[src/rtl/esm_pkg.sv]
package esm_pkg;
  localparam int unsigned NSLOT = 2;

  typedef enum logic [1:0] {
    W_OPEN0 = 2'd0,
    W_HELD0 = 2'd1,
    W_OPEN1 = 2'd2,
    W_HELD1 = 2'd3
  } wr_st_e;

  typedef enum logic [1:0] {
    R_WAIT0 = 2'd0,
    R_RDY0  = 2'd1,
    R_WAIT1 = 2'd2,
    R_RDY1  = 2'd3
  } rd_st_e;
endpackage

[src/rtl/esm_trig_sync.sv]
module esm_trig_sync (
  input  logic clk_i,
  input  logic rst_ni,
  input  logic trig_i,
  output logic pulse_o
);
  logic s1_q, s2_q, s3_q;

  always_ff @(posedge clk_i or negedge rst_ni) begin
    if (!rst_ni) begin
      s1_q <= 1'b0;
      s2_q <= 1'b0;
      s3_q <= 1'b0;
    end else begin
      s1_q <= trig_i;
      s2_q <= s1_q;
      s3_q <= s2_q;
    end
  end

  assign pulse_o = s2_q & ~s3_q;

  AST_ONE_PULSE: assert property (@(posedge clk_i) disable iff (!rst_ni)
    pulse_o |=> !pulse_o);
endmodule

[src/rtl/esm_gray_ts.sv]
module esm_gray_ts #(
  parameter int unsigned TS_W     = 24,
  parameter int unsigned TICK_DIV = 4
) (
  input  logic            clk_i,
  input  logic            rst_ni,
  output logic [TS_W-1:0] gray_o
);
  localparam int unsigned PW = (TICK_DIV > 1) ? $clog2(TICK_DIV) : 1;

  logic [PW-1:0]   pre_q;
  logic [TS_W-1:0] bin_q, bin_nxt, gray_q;
  logic            tick;

  assign tick    = (pre_q == PW'(TICK_DIV - 1));
  assign bin_nxt = bin_q + 1'b1;

  always_ff @(posedge clk_i or negedge rst_ni) begin
    if (!rst_ni) begin
      pre_q  <= '0;
      bin_q  <= '0;
      gray_q <= '0;
    end else if (tick) begin
      pre_q  <= '0;
      bin_q  <= bin_nxt;
      gray_q <= bin_nxt ^ (bin_nxt >> 1);
    end else begin
      pre_q  <= pre_q + 1'b1;
    end
  end

  assign gray_o = gray_q;

  AST_GRAY_STEP: assert property (@(posedge clk_i) disable iff (!rst_ni)
    tick |=> ($countones(gray_q ^ $past(gray_q)) == 1));
  AST_GRAY_HOLD: assert property (@(posedge clk_i) disable iff (!rst_ni)
    !tick |=> $stable(gray_q));
endmodule

[src/rtl/esm_wr_ctrl.sv]
module esm_wr_ctrl
  import esm_pkg::*;
(
  input  logic             clk_i,
  input  logic             rst_ni,
  input  logic             cap_i,
  input  logic [NSLOT-1:0] free_i,
  output logic [NSLOT-1:0] sel_o,
  output logic [NSLOT-1:0] store_o,
  output logic [NSLOT-1:0] written_o,
  output logic             ovf_o
);
  wr_st_e           st_q, st_d;
  logic [NSLOT-1:0] written_q;
  logic             ovf_q;

  // open column: the ring target, only once it has been freed
  always_comb begin
    unique case (st_q)
      W_OPEN0: sel_o = 2'b01;
      W_HELD0: sel_o = written_q[1] ? 2'b00 : 2'b10;
      W_OPEN1: sel_o = 2'b10;
      W_HELD1: sel_o = written_q[0] ? 2'b00 : 2'b01;
      default: sel_o = 2'b00;
    endcase
  end

  assign store_o = sel_o & {NSLOT{cap_i}};

  always_comb begin
    st_d = st_q;
    unique case (st_q)
      W_OPEN0: if (cap_i) st_d = W_HELD0;
      W_HELD0: if (!written_q[1]) st_d = cap_i ? W_HELD1 : W_OPEN1;
      W_OPEN1: if (cap_i) st_d = W_HELD1;
      W_HELD1: if (!written_q[0]) st_d = cap_i ? W_HELD0 : W_OPEN0;
      default: st_d = W_OPEN0;
    endcase
  end

  always_ff @(posedge clk_i or negedge rst_ni) begin
    if (!rst_ni) begin
      st_q      <= W_OPEN0;
      written_q <= '0;
      ovf_q     <= 1'b0;
    end else begin
      st_q      <= st_d;
      written_q <= (written_q | store_o) & ~free_i;
      ovf_q     <= ovf_q | (cap_i & ~|sel_o);
    end
  end

  assign written_o = written_q;
  assign ovf_o     = ovf_q;

  AST_SEL_ONEHOT: assert property (@(posedge clk_i) disable iff (!rst_ni)
    $onehot0(sel_o));
  AST_STORE_FREE: assert property (@(posedge clk_i) disable iff (!rst_ni)
    |store_o |-> ((store_o & written_q) == '0));
  AST_FULL_CLOSED: assert property (@(posedge clk_i) disable iff (!rst_ni)
    (&written_q) |-> (sel_o == '0));
  AST_OVF_STICKY: assert property (@(posedge clk_i) disable iff (!rst_ni)
    ovf_q |=> ovf_q);
endmodule

[src/rtl/esm_rd_ctrl.sv]
module esm_rd_ctrl
  import esm_pkg::*;
(
  input  logic             clk_i,
  input  logic             rst_ni,
  input  logic [NSLOT-1:0] written_i,
  input  logic             done_i,
  output logic             valid_o,
  output logic             slot_o,
  output logic [NSLOT-1:0] free_o
);
  rd_st_e st_q, st_d;

  always_comb begin
    st_d   = st_q;
    free_o = '0;
    unique case (st_q)
      R_WAIT0: if (written_i[0]) st_d = R_RDY0;
      R_RDY0: if (done_i) begin
        st_d   = R_WAIT1;
        free_o = 2'b01;
      end
      R_WAIT1: if (written_i[1]) st_d = R_RDY1;
      R_RDY1: if (done_i) begin
        st_d   = R_WAIT0;
        free_o = 2'b10;
      end
      default: st_d = R_WAIT0;
    endcase
  end

  always_ff @(posedge clk_i or negedge rst_ni) begin
    if (!rst_ni) st_q <= R_WAIT0;
    else         st_q <= st_d;
  end

  assign valid_o = (st_q == R_RDY0) || (st_q == R_RDY1);
  assign slot_o  = (st_q == R_WAIT1) || (st_q == R_RDY1);

  AST_VALID_WRITTEN: assert property (@(posedge clk_i) disable iff (!rst_ni)
    valid_o |-> written_i[slot_o]);
  AST_IDLE_NO_FREE: assert property (@(posedge clk_i) disable iff (!rst_ni)
    !valid_o |-> (free_o == '0));
endmodule

[src/rtl/esm_top.sv]
module esm_top
  import esm_pkg::*;
#(
  parameter int unsigned TS_W     = 24,
  parameter int unsigned TICK_DIV = 4
) (
  input  logic             clk_i,
  input  logic             rst_ni,
  input  logic             trig_i,
  input  logic             rd_done_i,
  output logic [NSLOT-1:0] sel_o,
  output logic [NSLOT-1:0] hold_o,
  output logic [NSLOT-1:0] erase_o,
  output logic             rd_valid_o,
  output logic             rd_slot_o,
  output logic [TS_W-1:0]  rd_ts_o,
  output logic [TS_W-1:0]  ts_o,
  output logic             hit_o,
  output logic             ovf_o
);
  logic             cap;
  logic [NSLOT-1:0] store, written, free;
  logic [TS_W-1:0]  gray;
  logic [TS_W-1:0]  ts_q [NSLOT];
  logic [NSLOT-1:0] erase_q;

  esm_trig_sync u_sync (
    .clk_i   (clk_i),
    .rst_ni  (rst_ni),
    .trig_i  (trig_i),
    .pulse_o (cap)
  );

  esm_gray_ts #(.TS_W(TS_W), .TICK_DIV(TICK_DIV)) u_ts (
    .clk_i  (clk_i),
    .rst_ni (rst_ni),
    .gray_o (gray)
  );

  esm_wr_ctrl u_wr (
    .clk_i     (clk_i),
    .rst_ni    (rst_ni),
    .cap_i     (cap),
    .free_i    (free),
    .sel_o     (sel_o),
    .store_o   (store),
    .written_o (written),
    .ovf_o     (ovf_o)
  );

  esm_rd_ctrl u_rd (
    .clk_i     (clk_i),
    .rst_ni    (rst_ni),
    .written_i (written),
    .done_i    (rd_done_i),
    .valid_o   (rd_valid_o),
    .slot_o    (rd_slot_o),
    .free_o    (free)
  );

  for (genvar s = 0; s < NSLOT; s++) begin : g_slot
    always_ff @(posedge clk_i or negedge rst_ni) begin
      if (!rst_ni)       ts_q[s] <= '0;
      else if (store[s]) ts_q[s] <= gray;
    end

    AST_TS_KEPT: assert property (@(posedge clk_i) disable iff (!rst_ni)
      written[s] && !free[s] |=> $stable(ts_q[s]));
  end

  always_ff @(posedge clk_i or negedge rst_ni) begin
    if (!rst_ni) erase_q <= '0;
    else         erase_q <= free;
  end

  assign hold_o  = written;
  assign erase_o = erase_q;
  assign rd_ts_o = ts_q[rd_slot_o];
  assign ts_o    = gray;
  assign hit_o   = |written;

  AST_HIT_FOLLOWS: assert property (@(posedge clk_i) disable iff (!rst_ni)
    |store |=> hit_o);
endmodule

[config.mk]
export PLATFORM = sky130hd
export DESIGN_NAME = esm_top
export DESIGN_NICKNAME = d
export VERILOG_FILES = /design/src/rtl/esm_pkg.sv /design/src/rtl/esm_trig_sync.sv /design/src/rtl/esm_gray_ts.sv /design/src/rtl/esm_wr_ctrl.sv /design/src/rtl/esm_rd_ctrl.sv /design/src/rtl/esm_top.sv
export SDC_FILE = /design/constraint.sdc
export NUM_CORES = 1
export LEC_CHECK = 0
export BUFFER_PORTS_ARGS = -buffer_cell sky130_fd_sc_hd__buf_2
export CORE_MARGIN = 5
export CORE_UTILIZATION = 50
export CTS_CLUSTER_SIZE = 40
export DETAILED_ROUTE_END_ITERATION = 12
export PLACE_DENSITY = 0.84
export SLEW_MARGIN = 40
export SYNTH_ARGS = -nofsm -noshare
export SYNTH_HDL_FRONTEND = slang
export SYNTH_SLANG_ARGS = --single-unit
[constraint.sdc]
create_clock -name clk_i -period 2.38 [get_ports clk_i]
set_input_delay 0.476 -clock clk_i [delete_from_list [all_inputs] [get_ports clk_i]]
set_output_delay 0.476 -clock clk_i [all_outputs]
set_load 0.02 [all_outputs]
==> reports/qor.yml <==
status:
  status: "complete, but fails checks"
  violations: "negative setup slack"
detailed_routing:
  totalWireLength_mm: 12.9
  wl_per_cell_um: 18.7
  remaining_drc_errors: 0
  viasPerCell: 5.71
  final_antenna_net_count: 0
  drt_iter0_markers: 394
  vias: 3945
  drtPass1Iterations: 5
finish:
  drive_above_1_share_pct: 36.8
  mostFrequentLayoutCell: "dfrtp_1"
  final_cell_mix: "dfrtp_1 (108), mux2_2 (56), xnor2_1 (36), buf_2 (36), nor2_1 (32)"
  antenna_cells: 0
  nNetsFinal: 560
  area_delta_synth_final_pct: 21.8
cts:
  cts_tree: "yes"
  insertion_delay_ps: 380
  cts_root_buf: "clkbuf_8"
  numCtsBuffers: 9
  clock_sinks: 109
  hold_buffers: 0
  clk_pin_slew_ps: 100
  htreeDepth: 3
  clockBufferDepth: 2
critical_path:
  path_buf_inv: 4
  path_delay_family: "buffers and inverters"
  r2r_start: "u_ts.bin_q[0]"
  cp_slowest_stage_delay_ps: 440
  crit-reg2reg-capture: "u_ts.gray_o[17]"
  cpMostUsedCell: "buf_12"
  slowest_stage: "dfrtp_1"
  worst-endpoint-arrival_ps: 1930
  start_kind: "flop"
  worstPathRequired_ps: 1900
  path_cells: "inv_2 -> ha_4 -> nor2_4 -> buf_12 -> buf_12 -> mux2_4 -> buf_6"
  r2r.worst_path.cells: 6
  endpoint_kind: "primary output"
  reg2reg_slack_ps: 130
  criticalPathCategory: "reg -> out"
  crit_fanout: 8
timing:
  rsz0062_at_grt: "true"
  fin_ws_ps: -21.1
  fin_crit_ps: 2400
  finalSetupTns_ps: -103
  skew_ps: 8.25
  hold_viol: 0
  fmax_mhz: 416
  post-route-period-util_pct: 101
  setup_viol: 13
  worst_pin_slew_ps: 538
  max_slew_margin_pct: 64.1
  slew_violations: 0
floorplanning:
  placementRows: 38
  die_h_um: 114
  chipWidth_um: 114
  die_area_um2: 13000
  core_um2: 10700
  io_pins: 62
  initial_core_util_pct: 50.5
synth:
  synthMuxAreaShare_pct: 16.8
  yosys_register_bits: 109
  synth_enable_flop_cells: 0
  synth_fa_ha_area_share_pct: 2.31
  synthArstFlopShare_pct: 100
  syn_inst: 469
  synthTopCellsByArea: "dfrtp_1 (50%), mux2_2 (17%), xnor2_1 (5.8%)"
  syn_nets: 483
  yosys.area_share.simple_pct: 11.9
  ys_warn_count: 0
  synthFlopType: "dfrtp_1"
  yosysSeqAreaShare_pct: 50.3
  syn_avg_cell_area_um2: 11.6
  synth_area_um2: 5430
  yosysTopAreaCellShare_pct: 50.3
  ys_types: 48
  synth_xor_area_share_pct: 8.35
  synth_top_area_cell: "dfrtp_1"
  synth_compound_area_share_pct: 7.06
  synth_top_family_by_area: "multiplexers"
global_route:
  antenna_found_initial: 0
  grt_first_pass_wirelength_mm: 20.7
  grt_usage_pct: 19.6
  grt_pass1_vias: 4081
  grt_max_degree: 50
  overflow: 0
run:
  cap_violations: 0
power:
  power_mw: 5.09
  leakagePower_nw: 3.11
  powerDensity_nw_per_um2: 770
  ir_drop_mv: 0.630
placement:
  portBuffers: 61
  dp_hpwl_mm: 8.60
  gp_congestion: 0.895
hold_path:
  hold_path.class: "in -> async"
[cell usage after synthesis, drive strengths merged, types with 2 or more instances]
cell    instances
a211o           5
and4            7
nor3            5
or3             4
buf            12
nor2           33
xnor2          36
xor2           13
a31oi           8
or4             2
a21boi          2
ha             10
nand2b          3
o311ai          2
nor4            8
dfrtp         109
nor2b           3
o31a            2
nand4          13
mux2           80
and2            3
inv            11
and3            4
nand2          26
nand3          10
o21ai           4
clkbuf         18
o211ai          7
o31ai           4
a21oi          12
[how the worst max path moves through the flow]
stage | start | end | cells after the start
global placement | u_ts.bin_q[11] | u_ts.gray_o[22] | 5
finish | u_rd.st_q[0] | rd_ts_o[12] | 7
global route | u_rd.st_q[0] | rd_ts_o[8] | 7
detailed placement | u_ts.bin_q[1] | u_ts.gray_o[17] | 6
CTS | u_rd.st_q[0] | rd_ts_o[2] | 7
floorplan | u_rd.st_q[0] | rd_ts_o[10] | 5
[sequential cells by signal, summed over array words and instances, names as in the netlist]
signal,flops
u_wr.st_q,2
u_sync.s2_q,1
ts_q,48
u_wr.written_o,2
u_rd.st_q,2
u_ts.pre_q,2
u_sync.s1_q,1
u_ts.bin_q,24
u_ts.gray_o,23
u_sync.s3_q,1
erase_o,2
u_wr.ovf_o,1
[through the flow]
step	hold WS, ps	instance area [um^2]	setup WS [ps]	instances	util, %
global route	108	6610	-60.7	691	61.5
detailed placement	343	6000	165	669	55.9
CTS	88.5	6360	-22.8	689	59.2
floorplan	180	5430	142	469	-
finish	76.4	6610	-21.1	691	61.5
global placement	343	6000	190	669	55.9
[cell type report]
type	instances	area, um^2
Clock buffer	12	155
Clock inverter	4	55.1
Timing Repair Buffer	96	801
Multi-Input combinational cell	319	2650
Tap cell	140	175
Inverter	11	41.3
Fill cell	807	4140
Sequential cell	109	2730
[cell families after synthesis]
logic type / after synthesis
and+or+nand+nor: 123
AOI/OAI and AO/OA: 55
DFF: 109
adders and majority gates: 10
muxes: 81
buffers and inverters: 41
xor gates and xnor gates: 50
[power by group]
part	switching [mW]	total, mW	internal (mW)
combinational	0.913	1.80	0.889
clock	0.640	1.19	0.551
sequential	0.114	2.09	1.98
total	1.67	5.09	3.42
[routing by layer]
layer  vias to the layer above  share of wire [%]  global-route usage, %
met3                        25                4.3                   3.65
met2                       122                 51                   32.2
met4                         0                1.9                   6.33
met5                         -                  0                      0
met1                      1977                 43                   26.3
li1                       1821                  -                      -
[timing repair]
action,in CTS,in global routing
pin swaps,1,1
cloned,1,1
gates resized for setup,25,62
buffers inserted,3,2
endpoints found under the setup margin,23,26
Power figures use the tool's default switching activity.
